[src/rtl/sm_balance_pkg.sv]
package sm_balance_pkg;

   typedef enum logic {
      POL_NEG = 1'b0,
      POL_POS = 1'b1
   } arm_pol_e;

   // Returns 1 when candidate (cand_cur, cand_idx) should be inserted ahead
   // of reference (ref_cur, ref_idx) for the given arm polarity.
   function automatic logic ranks_ahead(input logic [31:0] cand_cur,
                                        input int          cand_idx,
                                        input logic [31:0] ref_cur,
                                        input int          ref_idx,
                                        input arm_pol_e    pol);
      logic tie_win;
      tie_win = (cand_cur == ref_cur) && (cand_idx < ref_idx);
      if (pol == POL_POS) return (cand_cur < ref_cur) || tie_win;
      else                return (cand_cur > ref_cur) || tie_win;
   endfunction

endpackage

[src/rtl/sm_rank_stage.sv]
module sm_rank_stage
   import sm_balance_pkg::*;
#(
   parameter int NUM_SM = 8,
   parameter int CUR_W  = 12,
   parameter int CNT_W  = $clog2(NUM_SM + 1)
) (
   input  logic                          clk,
   input  logic                          rst_n,
   input  logic [CNT_W-1:0]              req_cnt,
   input  logic [NUM_SM*CUR_W-1:0]       sm_cur,
   input  logic                          arm_vpos,
   input  logic [NUM_SM-1:0]             sm_fault,
   output logic [NUM_SM-1:0][NUM_SM-1:0] ahead_q,
   output logic [CNT_W-1:0]              cnt_q,
   output logic [NUM_SM-1:0]             fault_q,
   output logic                          err_q
);

   logic [NUM_SM-1:0][NUM_SM-1:0] ahead_d;
   logic [CNT_W-1:0]              healthy;
   logic                          over;
   arm_pol_e                      pol;

   assign pol = arm_pol_e'(arm_vpos);

   // ahead_d[i][j] = 1 when submodule j ranks ahead of submodule i
   for (genvar i = 0; i < NUM_SM; i++) begin : g_row
      for (genvar j = 0; j < NUM_SM; j++) begin : g_col
         if (i == j) begin : g_diag
            assign ahead_d[i][j] = 1'b0;
         end else begin : g_cmp
            assign ahead_d[i][j] = ranks_ahead(32'(sm_cur[j*CUR_W +: CUR_W]), j,
                                               32'(sm_cur[i*CUR_W +: CUR_W]), i,
                                               pol);
         end
      end
   end

   assign healthy = CNT_W'($countones(~sm_fault));
   assign over    = (req_cnt > healthy);

   always_ff @(posedge clk) begin
      if (!rst_n) begin
         ahead_q <= '0;
         cnt_q   <= '0;
         fault_q <= '0;
         err_q   <= 1'b0;
      end else begin
         ahead_q <= ahead_d;
         cnt_q   <= over ? healthy : req_cnt;
         fault_q <= sm_fault;
         err_q   <= over;
      end
   end

   // a flagged request is clamped to exactly the healthy count
   a_r9_clamp_to_healthy: assert property (@(posedge clk) disable iff (!rst_n)
      err_q |-> (CNT_W'($countones(~fault_q)) == cnt_q));

endmodule

[src/rtl/sm_select_stage.sv]
module sm_select_stage #(
   parameter int NUM_SM = 8,
   parameter int CNT_W  = $clog2(NUM_SM + 1)
) (
   input  logic                          clk,
   input  logic                          rst_n,
   input  logic [NUM_SM-1:0][NUM_SM-1:0] ahead_q,
   input  logic [CNT_W-1:0]              cnt_q,
   input  logic [NUM_SM-1:0]             fault_q,
   input  logic                          err_q,
   output logic [NUM_SM-1:0]             ins_q,
   output logic                          err_o
);

   logic [NUM_SM-1:0][NUM_SM-1:0] behind;
   logic [NUM_SM-1:0]             live_ins, cand_add, add_sel, drop_sel, ins_d;
   logic [CNT_W-1:0]              live_cnt, need_add, need_drop;
   logic [CNT_W-1:0]              rank_add [NUM_SM];
   logic [CNT_W-1:0]              rank_drop [NUM_SM];

   // behind[i][j] = 1 when submodule i ranks ahead of j (j is worse than i)
   for (genvar i = 0; i < NUM_SM; i++) begin : g_tr
      for (genvar j = 0; j < NUM_SM; j++) begin : g_tc
         assign behind[i][j] = ahead_q[j][i];
      end
   end

   always_comb begin
      live_ins  = ins_q & ~fault_q;
      cand_add  = ~ins_q & ~fault_q;
      live_cnt  = CNT_W'($countones(live_ins));
      need_add  = (cnt_q > live_cnt) ? (cnt_q - live_cnt) : '0;
      need_drop = (live_cnt > cnt_q) ? (live_cnt - cnt_q) : '0;
      for (int i = 0; i < NUM_SM; i++) begin
         rank_add[i]  = CNT_W'($countones(cand_add & ahead_q[i]));
         rank_drop[i] = CNT_W'($countones(live_ins & behind[i]));
         add_sel[i]   = cand_add[i] && (rank_add[i] < need_add);
         drop_sel[i]  = live_ins[i] && (rank_drop[i] < need_drop);
      end
      ins_d = (live_ins | add_sel) & ~drop_sel;
   end

   always_ff @(posedge clk) begin
      if (!rst_n) begin
         ins_q <= '0;
         err_o <= 1'b0;
      end else begin
         ins_q <= ins_d;
         err_o <= err_q;
      end
   end

   // the inserted count follows the clamped request one edge later
   a_r2_count_met: assert property (@(posedge clk) disable iff (!rst_n)
      $countones(ins_q) == $countones($past(cnt_q)) + 0 || 32'($countones(ins_q)) == 32'($past(cnt_q)));

   // a rising request never removes an inserted submodule
   a_r3_keep_on_rise: assert property (@(posedge clk) disable iff (!rst_n)
      (cnt_q > $past(cnt_q) && fault_q == '0) |=> ((ins_q & $past(ins_q)) == $past(ins_q)));

   // unchanged request and no faults hold the selection
   a_r6_hold: assert property (@(posedge clk) disable iff (!rst_n)
      (cnt_q == $past(cnt_q) && fault_q == '0) |=> $stable(ins_q));

   // a flagged submodule is out of the set
   a_r8_fault_out: assert property (@(posedge clk) disable iff (!rst_n)
      (ins_q & $past(fault_q)) == '0);

endmodule

[src/rtl/sm_balance_top.sv]
module sm_balance_top #(
   parameter int NUM_SM = 8,
   parameter int CUR_W  = 12,
   parameter int CNT_W  = $clog2(NUM_SM + 1)
) (
   input  logic                    clk,
   input  logic                    rst_n,
   input  logic [CNT_W-1:0]        req_cnt,
   input  logic [NUM_SM*CUR_W-1:0] sm_cur,
   input  logic                    arm_vpos,
   input  logic [NUM_SM-1:0]       sm_fault,
   output logic [NUM_SM-1:0]       gate_hi,
   output logic [NUM_SM-1:0]       gate_lo,
   output logic                    clamp_err
);

   if (NUM_SM < 2) begin : g_bad_num
      $error("sm_balance_top: NUM_SM must be at least 2");
   end
   if (CUR_W < 2 || CUR_W > 32) begin : g_bad_cur
      $error("sm_balance_top: CUR_W must lie in 2..32");
   end
   if (CNT_W < $clog2(NUM_SM + 1)) begin : g_bad_cnt
      $error("sm_balance_top: CNT_W too narrow for NUM_SM");
   end

   logic [NUM_SM-1:0][NUM_SM-1:0] ahead_q;
   logic [CNT_W-1:0]              cnt_q;
   logic [NUM_SM-1:0]             fault_q;
   logic                          err_q;
   logic [NUM_SM-1:0]             ins_q;

   sm_rank_stage #(.NUM_SM(NUM_SM), .CUR_W(CUR_W), .CNT_W(CNT_W)) rank_i (
      .clk      (clk),
      .rst_n    (rst_n),
      .req_cnt  (req_cnt),
      .sm_cur   (sm_cur),
      .arm_vpos (arm_vpos),
      .sm_fault (sm_fault),
      .ahead_q  (ahead_q),
      .cnt_q    (cnt_q),
      .fault_q  (fault_q),
      .err_q    (err_q)
   );

   sm_select_stage #(.NUM_SM(NUM_SM), .CNT_W(CNT_W)) sel_i (
      .clk     (clk),
      .rst_n   (rst_n),
      .ahead_q (ahead_q),
      .cnt_q   (cnt_q),
      .fault_q (fault_q),
      .err_q   (err_q),
      .ins_q   (ins_q),
      .err_o   (clamp_err)
   );

   assign gate_hi = ins_q;
   assign gate_lo = ~ins_q;

   // leaving reset, the arm starts fully bypassed
   a_r1_reset_bypass: assert property (@(posedge clk)
      $rose(rst_n) |-> (gate_hi == '0 && clamp_err == 1'b0));

   // the flag only appears when every healthy submodule is inserted
   a_r9_err_full: assert property (@(posedge clk) disable iff (!rst_n)
      clamp_err |-> ((gate_hi | $past(fault_q)) == '1));

endmodule

[config.mk]
export PLATFORM = sky130hd
export DESIGN_NAME = sm_balance_top
export DESIGN_NICKNAME = d
export VERILOG_FILES = /design/src/rtl/sm_balance_pkg.sv /design/src/rtl/sm_rank_stage.sv /design/src/rtl/sm_select_stage.sv /design/src/rtl/sm_balance_top.sv
export SDC_FILE = /design/constraint.sdc
export NUM_CORES = 1
export LEC_CHECK = 0
export CAP_MARGIN = 20
export CORE_MARGIN = 2
export CORE_UTILIZATION = 35
export DETAILED_ROUTE_END_ITERATION = 8
export DONT_BUFFER_PORTS = 1
export GPL_ROUTABILITY_DRIVEN = 1
export PLACE_DENSITY = 0.51
export SLEW_MARGIN = 30
export SYNTH_ARGS = -nofsm -noshare
export SYNTH_HDL_FRONTEND = slang
export SYNTH_SLANG_ARGS = --single-unit
[constraint.sdc]
create_clock -name clk -period 4.4 [get_ports clk]
set_input_delay 0.88 -clock clk [delete_from_list [all_inputs] [get_ports clk]]
set_output_delay 0.88 -clock clk [all_outputs]
set_load 0.02 [all_outputs]
# Word level (Yosys, flattened, before mapping)

Cells that the tools add are included.
W data, S select, Z words.

Mux-type cells: 59
$lt $le $gt $ge: 131
Add/sub/neg operators: 128
Bitwise operators: 24
Reductions and logical operators: 72
Equal/unequal tests: 28

Operator list:

| operator            | number |
|---|---|
| $gt A12 B12 Y1      | 56 |
| $lt A12 B12 Y1      | 56 |
| $eq A12 B12 Y1      | 28 |
| $add A4 B4 Y4       | 51 |
| $and A8 B8 Y8       | 19 |
| $add A1 B1 Y2       | 72 |
| $lt A4 B4 Y1        | 16 |
| $logic_or A1 B1 Y1  | 56 |
| $mux W1             | 56 |
| $not A8 Y8          | 4 |
| $logic_and A1 B1 Y1 | 16 |
| $gt A4 B4 Y1        | 3 |
| $mux W4             | 3 |
| $or A8 B8 Y8        | 1 |
| $sub A4 B4 Y4       | 2 |
| $add A2 B2 Y3       | 2 |
| $add A3 B3 Y4       | 1 |

Bits in registers: 86
Output and inout port bits: 17

# Longest topological paths before layout

Gate-level depths: netlist (run 1).

Depth after elaboration: 11
Depth in mapped cells: 22

# Modules after synthesis

Synthesis (run 1) repeated with hierarchy kept, for this count alone.

Cell total of the unflattened synthesis: 1,894
Area, all modules: 16,176.8 um^2

By module, submodules not included:

| module          | cells an instance | area an instance (um^2) | instances | sequential area each (um^2) |
|---|---|---|---|---|
| sm_rank_stage   | 1,286             | 10,800.4                | 1         | 1,381.3 |
| sm_select_stage | 600               | 5,346.4                 | 1         | 180.2 |
| sm_balance_top  | 8                 | 30.0                    | 1         | 0.0 |

# Worst setup path before layout (run 1)

OpenSTA, ideal clock, no wires.

Kind: flip-flop to flip-flop
Start: reg sel_i.ins_q[7]
End: reg sel_i.ins_q[6]
Library setup time: 69 ps
Buffers on the path: 1
Path slack: -632 ps
Period minus slack after synthesis: 5,032 ps
Stages on the path, launching flop included: 17
Arrival time: 4,963 ps
Cells stage by stage: dfxtp_1 inv_1 nor2_1 ha_1 inv_1 fa_1 inv_1 fa_1 ha_1 fa_1 ha_1 buf_4 o21a_1 o311ai_0 ha_1 nor4b_1 o21ai_1

Cells in the longest elaborated chain, start to end: 10
Elaborated cells on any way between the ends: 27
Those cells by class: add/sub: 11; order compare: 4; mux: 2; bitwise: 8; reduce/logical: 2

Ends and longest elaborated chain:

| what                                              | line                  | text |
|---|---|---|
| start, declared                                   | sm_select_stage.sv:11 | `output logic [NUM_SM-1:0] ins_q,` |
| start signal, assigned                            | sm_select_stage.sv:48 | `ins_q <= ins_d;` |
| $not A8 Y8                                        | --                    |  |
| named net gate_lo[7]                              | sm_balance_top.sv:13  | `output logic [NUM_SM-1:0] gate_lo,` |
| $and A8 B8 Y8                                     | sm_select_stage.sv:30 | `cand_add = ~ins_q & ~fault_q;` |
| $and A8 B8 Y8                                     | sm_select_stage.sv:35 | `rank_add[i] = CNT_W'($countones(cand_add & ahead_q[i]));` |
| $add A1 B1 Y2 (not written as such)               | sm_select_stage.sv:35 |  |
| $add A4 B4 Y4 (not written as such) (2 in series) | sm_select_stage.sv:35 |  |
| $lt A4 B4 Y1                                      | sm_select_stage.sv:37 | `add_sel[i] = cand_add[i] && (rank_add[i] < need_add);` |
| $logic_and A1 B1 Y1                               | sm_select_stage.sv:37 |  |
| $or A8 B8 Y8                                      | sm_select_stage.sv:40 | `ins_d = (live_ins \| add_sel) & ~drop_sel;` |
| $and A8 B8 Y8                                     | sm_select_stage.sv:40 |  |

The timed path passes the listed nets, and every way through them passes these cells.
A chain may end at the register's enable or synchronous reset.

# Worst setup path in the final report (run 1)

Start: reg sel_i.ins_q[3]
End: reg sel_i.ins_q[6]

Cells in the longest elaborated chain, start to end: 10
Elaborated cells on any way between the ends: 27
Those cells by class: add/sub: 11; order compare: 4; mux: 2; bitwise: 8; reduce/logical: 2

Ends and longest elaborated chain:

| what                                                                        | line                                         | text |
|---|---|---|
| $and A8 B8 Y8 / $not A8 Y8 (equally long branches)                          | sm_select_stage.sv:29, sm_select_stage.sv:30 |  |
| $add A1 B1 Y2 (not written as such) / $and A8 B8 Y8 (equally long branches) | sm_select_stage.sv:31, sm_select_stage.sv:30 |  |
| $add A4 B4 Y4 (not written as such) / $and A8 B8 Y8 (equally long branches) | sm_select_stage.sv:31, sm_select_stage.sv:35 |  |
| $add A4 B4 Y4 (not written as such) / $add A1 B1 Y2 (equally long branches) | sm_select_stage.sv:31, sm_select_stage.sv:35 |  |
| $sub A4 B4 Y4, or another cell as far along                                 | sm_select_stage.sv:32                        | `need_add = (cnt_q > live_cnt) ? (cnt_q - live_cnt) : '0;` |
| $mux W4, or another cell as far along                                       | sm_select_stage.sv:32                        |  |
| $lt A4 B4 Y1 (on tied branches)                                             | sm_select_stage.sv:37, sm_select_stage.sv:38 |  |
| $logic_and A1 B1 Y1 (on tied branches)                                      | sm_select_stage.sv:37, sm_select_stage.sv:38 |  |
| $or A8 B8 Y8 / $not A8 Y8 (equally long branches)                           | sm_select_stage.sv:40                        |  |
| $and A8 B8 Y8 (*)                                                           | sm_select_stage.sv:40                        |  |

Mark *: on every way between the ends. The rest lies on a longest branch, timed or not.

==> results of run 1 <==
## cell type report
cell class / instances / share of cell area [%]
tap: 592 / 4.18
timing repair buffer: 65 / 2.84
sequential: 78 / 8.91
multi-input combinational: 1559 / 77.0
clock inverter: 3 / 0.141
clock buffer: 13 / 1.53
inverter: 252 / 5.36
## critical path: stages (launching register included)
cell,delay (ps)
dfxtp_2,330
inv_2,50
nor2_4,130
ha_4,140
inv_2,30
fa_1,540
inv_2,40
fa_1,450
ha_2,190
fa_2,600
ha_4,230
buf_6,140
a21oi_4,200
nand2_8,150
ha_4,300
o21ai_1,70
a21oi_2,120
a211oi_1,50
nor4b_1,340
o21ai_1,110
## flip-flops by register name (all words and copies together), names as in the netlist
register	cells
sel_i.ins_q	8
rank_i.fault_q	8
rank_i.ahead_q	56
rank_i.cnt_q	4
sel_i.err_o	1
rank_i.err_q	1
## power breakdown
| part | leakage, nW | internal (mW) | total, mW | switching (mW) |
|---|---|---|---|---|
| registers | 0.653 | 0.820 | 0.887 | 0.0664 |
| clock network | 0.142 | 0.436 | 0.756 | 0.320 |
| logic | 7.82 | 2.96 | 6.89 | 3.94 |
| total | 8.61 | 4.21 | 8.54 | 4.32 |
## cells by family after synthesis
kind of cell / Yosys count / synth area share [%]
multiplexers: 24 / 1.52
XOR/XNOR: 23 / 1.28
AND/OR/NAND/NOR: 580 / 19.8
adder cells (fa/ha/maj): 535 / 45.2
flip-flops: 78 / 9.89
AO/OA/AOI/OAI: 397 / 15.7
buffers and inverters: 274 / 6.64
## synthesized netlist by cell type (40+ instances only)
master / count
o21ai_0: 64
nand4_1: 77
nand2_1: 146
nor2b_1: 40
dfxtp_1: 78
and2_1: 103
inv_1: 252
ha_1: 477
nand3_1: 47
nor2_1: 56
a21oi_1: 175
fa_1: 58
## routing by layer
layer,vias to the layer above,track usage (%)
met1,6733,30.0
met5,-,0
met4,0,9.84
met3,94,3.89
li1,6979,-
met2,387,43.4
## per-stage QoR
step                hold slack [ps]  std cells
floorplan                       412       1911
global placement                422       2542
detailed placement              444       2542
CTS                             471       2558
global route                    480       2562
finish                          463       2562
## final timing paths
kind,slack [ps],from,endpoint,depth (start not counted)
max reg2reg,70,sel_i.ins_q[3],sel_i.ins_q[6],19
min,460,rank_i.err_q,sel_i.err_o,1
max,70,sel_i.ins_q[3],sel_i.ins_q[6],19
min reg2reg,460,rank_i.err_q,sel_i.err_o,1
## timing repair
item / CTS / global route
setup endpoints to repair: 7 / 8
hold buffers: 0 / 0
pin swaps: 2 / 50
buffers inserted: 0 / 4
gates resized for setup: 5 / 83
==> impl_metrics.ini, run 1 <==
[outcome]
status = finished clean

[route]
maxUsedRoutingLayer = met4
firstDrtPassIters = 6
wire_per_inst_microns = 22.9
drtIter0Drc = 895
wl_met1_microns = 25000
vias = 14200
route.met2.wl_microns = 27700
via_per_inst = 5.54
drc = 0
ant_nets = 0
dr_wl_met3_microns = 3190
drt-total-wl_microns = 58700

[cts]
numCtsBuffers = 9
cts_max_level = 3
cts_root_buf = clkbuf_16
cts_tree = yes
clkTransAtPathRegs_ps = 70
clockBufferDepth = 2
clk_latency_ps = 350
cts_sinks = 78

[synth]
syn_nets = 2557
ys_top_cells_by_area = ha_1 38%, dfxtp_1 9.9%, fa_1 7.4%, inv_1 6.0%, a21oi_1 5.5%
synth_cells = 1911
synth_ff_type = dfxtp_1
synth.distinct_cells = 54
ys_ff_latch = 78
synth.avg_cell_area_sq_um = 8.26
yosysTopAreaCell = ha_1
yosysSeqAreaShare_pct = 9.89
synth_top_area_share_pct = 37.8
synth.cell_area_sq_um = 15800
ys_async_sr_fraction_pct = 0
yosysWarningCount = 0
synth_edf_count = 0

[layout]
multiInputGateArea_sq_um = 13700
final_common_cell = ha_1
n_fill_cell = 4517
fin_area_sq_um = 17700
finalNetCount = 2611
layout_common_cells = 460 x ha_1, 242 x inv_1, 165 x a21oi_1, 144 x nand2_1, 103 x and2_1
n_antenna_cell = 0
area_growth_pct = 12.4
final-seq-area_sq_um = 1580
postLayoutCoreUtil_pct = 39.9
drive_above_1_share_pct = 9.34

[global_route]
overflow = 0
grt_pass1_wl_microns = 86500
grtUsageTotal_pct = 24.7
grt_max_degree = 34
grt_pass1_vias = 13900
antenna_found_initial = 1

[place]
dpl_worst_slack_ps = -146
gp_congestion = 0.929
dpl.hpwl_microns = 50100
place_area_sq_um = 17000
io_buffers = 0

[floorplanning]
fp.dieW_microns = 216
row_count = 77
core-area_sq_um = 44400
design.die.area_sq_um = 46800
dieHeight_microns = 216
ios = 128
start_util_pct = 35.5

[timing]
setup_violations = 0
rsz0062_at_grt = true
setup_slack_ps = 67.1
slew_violations = 0
tns_ps = 0
worst_pin_slew_ps = 1070
skew_ps = 10.6
finalCriticalPeriod_ps = 4330
post-route-period-util_pct = 98.5
finalHoldViolCount = 0
fmax_mhz = 231
slew_headroom_pct = 27.7

[power]
p_total_mw = 8.54
ir_drop_mv = 0.780
power.leakage_nw = 8.61
powerDensity_nw_per_um2 = 481

[setup_path]
worstSetupPathType = reg -> reg
cp_max_fo = 8
cp.required_ps = 4630
critPathLaunchType = flop
end_kind = flop
arrival_ps = 4560

[run]
max-cap-violations = 0

[worst_hold_path]
hold_path.class = reg -> reg
Power figures use the tool's default switching activity.
==> inputs of run 2 (changes only) <==
--- a/config.mk
+++ b/config.mk
@@ -8,10 +8,11 @@
 export CAP_MARGIN = 20
 export CORE_MARGIN = 2
 export CORE_UTILIZATION = 35
+export CTS_CLUSTER_DIAMETER = 100
 export DETAILED_ROUTE_END_ITERATION = 8
 export DONT_BUFFER_PORTS = 1
 export GPL_ROUTABILITY_DRIVEN = 1
-export PLACE_DENSITY = 0.51
+export PLACE_DENSITY = 0.49
 export SLEW_MARGIN = 30
 export SYNTH_ARGS = -nofsm -noshare
 export SYNTH_HDL_FRONTEND = slang
==> constraint.sdc (replaced) <==
create_clock -name clk -period 5.5 [get_ports clk]
set_input_delay 1.1 -clock clk [delete_from_list [all_inputs] [get_ports clk]]
set_output_delay 1.1 -clock clk [all_outputs]
set_load 0.02 [all_outputs]
==> run 2 against run 1 <==
Effect of this change:
- final cell count decreased by 1.8%
- non-clock buffer count decreased by 46
- setup slack improved by 260 ps
- largest cell class unchanged
- flip-flop and latch count unchanged
- power decreased by 34%
- die area unchanged
- sequential power decreased by 17%
- critical endpoint is now sel_i.ins_q[1]
==> impl_metrics.ini, run 2 (synthesized netlist as in run 1, its figures left out) <==
[route]
ant_nets = 0
wire_per_inst_microns = 23.6
vias = 14000
firstDrtPassIters = 5
drc = 0
drtIter0Drc = 900
drt-total-wl_microns = 59400
via_per_inst = 5.57

[place]
dp.cells = 2500
gp_congestion = 0.907
io_buffers = 0
dpl.hpwl_microns = 50700

[setup_path]
r2r-start = sel_i.ins_q[2]
critPathLaunchType = flop
crit_chain = inv_1 -> nor2_1 -> ha_1 -> inv_1 -> fa_1 -> inv_1 -> fa_1 -> ha_1 -> fa_1 -> ha_2 -> nand2b_1 -> nand2b_1 -> a21oi_1 -> a21oi_2 -> nand2b_4 -> ha_1 -> o21ai_0 -> a21oi_1 -> o31ai_1 -> o21ai_1
crit_slowest_cell = dfxtp_1
arrival_ps = 5410
cp.required_ps = 5730
cp_slowest_stage_delay_ps = 480
end_kind = flop
worstSetupPathType = reg -> reg
cp_max_fo = 10
critPathLaunch = sel_i.ins_q[2]

[floorplanning]
fp.dieW_microns = 216
core-area_sq_um = 44400
ios = 128
row_count = 77
dieHeight_microns = 216
design.die.area_sq_um = 46800
start_util_pct = 35.5

[cts]
clk_latency_ps = 360
cts_setup_buffers = 0
cts_max_level = 3
cts_sinks = 78
cts_tree = yes
clockBufferDepth = 2
clkTransAtPathRegs_ps = 70
cts_root_buf = clkbuf_16
numCtsBuffers = 9

[power]
powerDensity_nw_per_um2 = 332
power.leakage_nw = 8.36
ir_drop_mv = 0.729

[timing]
finalHoldViolCount = 0
post-route-period-util_pct = 94.1
setup_violations = 0
fmax_mhz = 193
slew_violations = 0
skew_ps = 14.1
slew_headroom_pct = 25.6
fin_hold_ws_ps = 434
finalCriticalPeriod_ps = 5180
tns_ps = 0
worst_pin_slew_ps = 1110
rsz0062_at_grt = false

[layout]
finalNetCount = 2565
largest_reg_flops = 56
regMostFlops = rank_i.ahead_q
n_fill_cell = 4569
final_common_cell = ha_1
drive_above_1_share_pct = 3.64
area_growth_pct = 7.17
layoutNonFillerInstCount = 2517
layout_common_cells = 476 x ha_1, 251 x inv_1, 174 x a21oi_1, 144 x nand2_1, 103 x and2_1
reg.largest.list = rank_i.ahead_q (56), rank_i.fault_q (8), sel_i.ins_q (8)

[global_route]
antenna_found_initial = 0
overflow = 0
grt_max_degree = 34
grt_pass1_wl_microns = 88100
grt_pass1_vias = 14000
grtUsageTotal_pct = 25.3

[run]
max-cap-violations = 0

[worst_hold_path]
min_from = rank_i.err_q
hold_path.class = reg -> reg

[outcome]
status = finished clean
[run 2: cell count changes in the layout (fill, tap and decap cells not counted), sizes merged]
| cell | delta |
|---|---|
| diode | +1 |
| buf | -46 |
| bufinv | +1 |
| clkinv | +2 |
| clkbuf | -4 |
| clkinvlp | -1 |
| inv | +2 |
[run 2: path summary, 6_finish.rpt]
path | endpoint | slack, ps | depth (start not counted)
hold reg to reg | sel_i.err_o | 430 | 1
hold / removal | sel_i.err_o | 430 | 1
setup / recovery | sel_i.ins_q[1] | 320 | 20
setup reg to reg | sel_i.ins_q[1] | 320 | 20
[run 2: repair_timing]
action | CTS | global route
resized for setup | 0 | 11
hold buffers | 0 | 0
setup endpoints to repair | 0 | 8
[run 2: critical path, delay by kind of cell, from the launching register on]
| kind | cells | cell delay (ps) |
|---|---|---|
| and+or+nand+nor | 4 | 720 |
| buffers and inverters | 3 | 320 |
| DFF | 1 | 480 |
| adders and majority gates | 7 | 2570 |
| AOI/OAI and AO/OA | 6 | 950 |
[run 2: cell type report]
cell class              instances  area [sq um]  share of cell area, %
multi-input cells            1559         13200                   78.1
repair buffers                 19           143                  0.843
clock buffers                   9           225                   1.33
inverters                     252           946                   5.59
well taps                     592           741                   4.38
flip-flops and latches         78          1560                   9.25
diodes                          1          2.50                 0.0148
clock inverters                 7          81.3                  0.481
[run 2: power by group]
group	internal, mW	switching [mW]	total (mW)	leakage (nW)
Combinational	1.60	2.65	4.25	7.56
Sequential	0.652	0.0827	0.734	0.650
Clock	0.359	0.270	0.628	0.152
Total	2.61	3.00	5.61	8.36
[run 2: stage by stage]
step	setup slack (ps)	cell area [sq um]	power (mW)	util [%]
3_5_place_dp	81.1	16600	4.83	37.3
6_report	325	16900	5.61	38.1
5_1_grt	1.87	16900	6.16	38.1
2_1_floorplan	468	15800	3.57	-
4_1_cts	57.2	16900	5.50	38.0
3_3_place_gp	149	16600	4.71	37.3
[run 2: routing by layer]
metal  up-vias  GRT usage (%)  wire, microns
met4         0           12.6           3280
li1       6893              -              -
met3       106           4.32           3320
met2       380           43.1          27500
met1      6649           30.7          25300
met5         -              0              0
==> inputs of run 3 (changes only) <==
--- a/config.mk
+++ b/config.mk
@@ -5,6 +5,7 @@
 export SDC_FILE = /design/constraint.sdc
 export NUM_CORES = 1
 export LEC_CHECK = 0
+export ABC_AREA = 1
 export CAP_MARGIN = 20
 export CORE_MARGIN = 2
 export CORE_UTILIZATION = 35
==> run 3 against run 2 <==
Effect of this change:
- flip-flop and latch count stayed put
- setup slack better by 84 ps
- combinational power is 4% higher
- wire length is 7.7% lower
- final area hardly changed
- worst hold slack worse by 1.2 ps
- critical endpoint is now sel_i.ins_q[0]
- largest power group unchanged
==> impl_metrics.ini, run 3 <==
[synth]
synth_top_area_share_pct = 37.5
syn_nets = 2916
synth_cells = 2270
yosysWarningCount = 0
ys_ff_latch = 78
synth.avg_cell_area_sq_um = 7.00
ys_top_cells_by_area = ha_1 38%, inv_1 11%, nand2_1 10%, dfxtp_1 9.8%, fa_1 7.3%
synth.distinct_cells = 30
ys_async_sr_fraction_pct = 0
yosysSeqAreaShare_pct = 9.82
synth_edf_count = 0
yosysTopAreaCell = ha_1
synth.most_common_cell = ha_1
synth_commonest_cells = 477 x ha_1, 459 x inv_1, 434 x nand2_1
synth.cell_area_sq_um = 15900
synth_ff_type = dfxtp_1

[setup_path]
cp.required_ps = 5710
cpMostUsedCell = nand2_1
crit_chain = inv_1 -> nor2_1 -> ha_1 -> inv_1 -> fa_1 -> inv_1 -> fa_1 -> ha_1 -> fa_1 -> ha_1 -> nand3_1 -> nand2_1 -> and2_1 -> nand2_1 -> ha_1 -> nand2_1 -> nand2_1 -> nand2_1 -> nand2_1 -> nand2_1 -> a21oi_1
end_kind = flop
cp_slowest_stage_delay_ps = 530
worstSetupPathType = reg -> reg
cp_max_fo = 9
critPathLaunchType = flop
arrival_ps = 5300
crit_slowest_cell = fa_1

[layout]
reg.largest.list = rank_i.ahead_q (56), rank_i.fault_q (8), sel_i.ins_q (8)
layout_common_cells = 477 x ha_1, 459 x inv_1, 432 x nand2_1, 226 x nor2_1, 180 x a21oi_1
n_fill_cell = 4841
finalNetCount = 2917
layoutNonFillerInstCount = 2875
postLayoutCoreUtil_pct = 37.5
n_antenna_cell = 0
multiInputGateArea_sq_um = 12500
final_common_cell = ha_1
largest_reg_flops = 56
drive_above_1_share_pct = 1.76
area_growth_pct = 6.42
final-seq-area_sq_um = 1560
regMostFlops = rank_i.ahead_q

[power]
ir_drop_mv = 0.414
powerDensity_nw_per_um2 = 341
power.leakage_nw = 9.66
p_total_mw = 5.76

[cts]
cts_sinks = 78
cts_max_level = 3
clk_latency_ps = 360
cts_root_buf = clkbuf_16
ctsHoldBuffers = 0
clkTransAtPathRegs_ps = 70
clockBufferDepth = 2
numCtsBuffers = 9
cts_tree = yes

[route]
via_per_inst = 5.19
drtIter0Drc = 889
wire_per_inst_microns = 19.1
vias = 14900
drt-total-wl_microns = 54800
ant_nets = 0
firstDrtPassIters = 5
drc = 0

[global_route]
grt_pass1_wl_microns = 85100
grtUsageMet1_pct = 32.3
grt_max_degree = 61
grtUsageTotal_pct = 23.9
gr-max-usage-layer = met2
overflow = 0
use_met3_pct = 3.49
grt_pass1_vias = 15300
antenna_found_initial = 1
grtUsageMet2_pct = 39.8

[floorplanning]
start_util_pct = 35.3
fp.dieW_microns = 217
ios = 128
core-area_sq_um = 45100
dieHeight_microns = 217
design.die.area_sq_um = 47100
row_count = 78

[timing]
finalCriticalPeriod_ps = 5090
post-route-period-util_pct = 92.6
setup_slack_ps = 409
slew_violations = 0
setup_violations = 0
finalHoldViolCount = 0
fmax_mhz = 196
worst_pin_slew_ps = 932
skew_ps = 9.70
slew_headroom_pct = 37.5
tns_ps = 0
rsz0062_at_grt = false

[place]
dp.cells = 2860
dpl_worst_slack_ps = 262
io_buffers = 0
gp_congestion = 0.915
dpl.hpwl_microns = 48200

[outcome]
status = finished clean

[run]
max-cap-violations = 0

[worst_hold_path]
hold_path.class = reg -> reg
==> run 3: cell types whose count changed after synthesis, moves of 17 or more <==
cell / delta
mux2i_1: -24
nor2_1: +170
and2_1: -95
nand2_1: +288
o21ai_0: +21
inv_1: +207
nand3_1: +24
nor2b_1: -34
a31oi_1: -17
nand2b_1: -21
==> run 3: final timing paths <==
path	startpoint	to	slack, ps	depth (start not counted)
max	sel_i.ins_q[6]	sel_i.ins_q[0]	410	21
min	rank_i.err_q	sel_i.err_o	430	2
max reg2reg	sel_i.ins_q[6]	sel_i.ins_q[0]	410	21
min reg2reg	rank_i.err_q	sel_i.err_o	430	2
==> run 3: kinds of logic (layout without fill, tap and decap cells) <==
| group | count (synthesis) | count (layout) | share of synthesized area, % |
|---|---|---|---|
| xor gates and xnor gates | 20 | 20 | 1.10 |
| AOI/OAI and AO/OA | 292 | 292 | 9.65 |
| adders and majority gates | 535 | 535 | 44.8 |
| buffers and inverters | 480 | 485 | 11.5 |
| DFF | 78 | 78 | 9.82 |
| and+or+nand+nor | 865 | 865 | 23.1 |
==> run 3: cell type report <==
type	count	share of cell area [%]
Clock buffer	10	1.35
Inverter	460	10.2
Timing Repair Buffer	10	0.444
Sequential cell	78	9.23
Tap cell	600	4.44
Multi-Input combinational cell	1712	74.0
Clock inverter	5	0.362
==> run 3: worst max-delay path: cells and delay by family, from the launching register on <==
| kind | cells | cell delay [ps] |
|---|---|---|
| buf+inv | 3 | 300 |
| simple gates | 10 | 1380 |
| compound gates | 1 | 50 |
| fa+ha+maj | 7 | 2720 |
| flops | 1 | 480 |
==> run 3: through the flow <==
step	instance area, sq um	hold slack, ps
final	16900	433
after global placement	16600	420
after detailed placement	16600	409
after global routing	16900	455
after CTS	16900	439
after floorplan	15900	390
==> run 3: what timing repair did <==
action	CTS	global route
buffers inserted	0	0
hold endpoints to repair	0	0
gates resized for setup	0	3
setup endpoints to repair	0	8
==> run 3: routing by layer <==
layer	vias to the layer above	share of wire (%)	routed length [microns]
met2	384	45	24700
met4	0	2.2	1220
met3	62	5.8	3150
met1	7046	47	25800
met5	-	0	0
li1	7416	-	-
==> run 3: report_power, final <==
group	internal (mW)	total (mW)	leakage [nW]	switching, mW
combinational	1.55	4.44	8.86	2.89
clock	0.351	0.603	0.142	0.252
sequential	0.649	0.716	0.650	0.0674
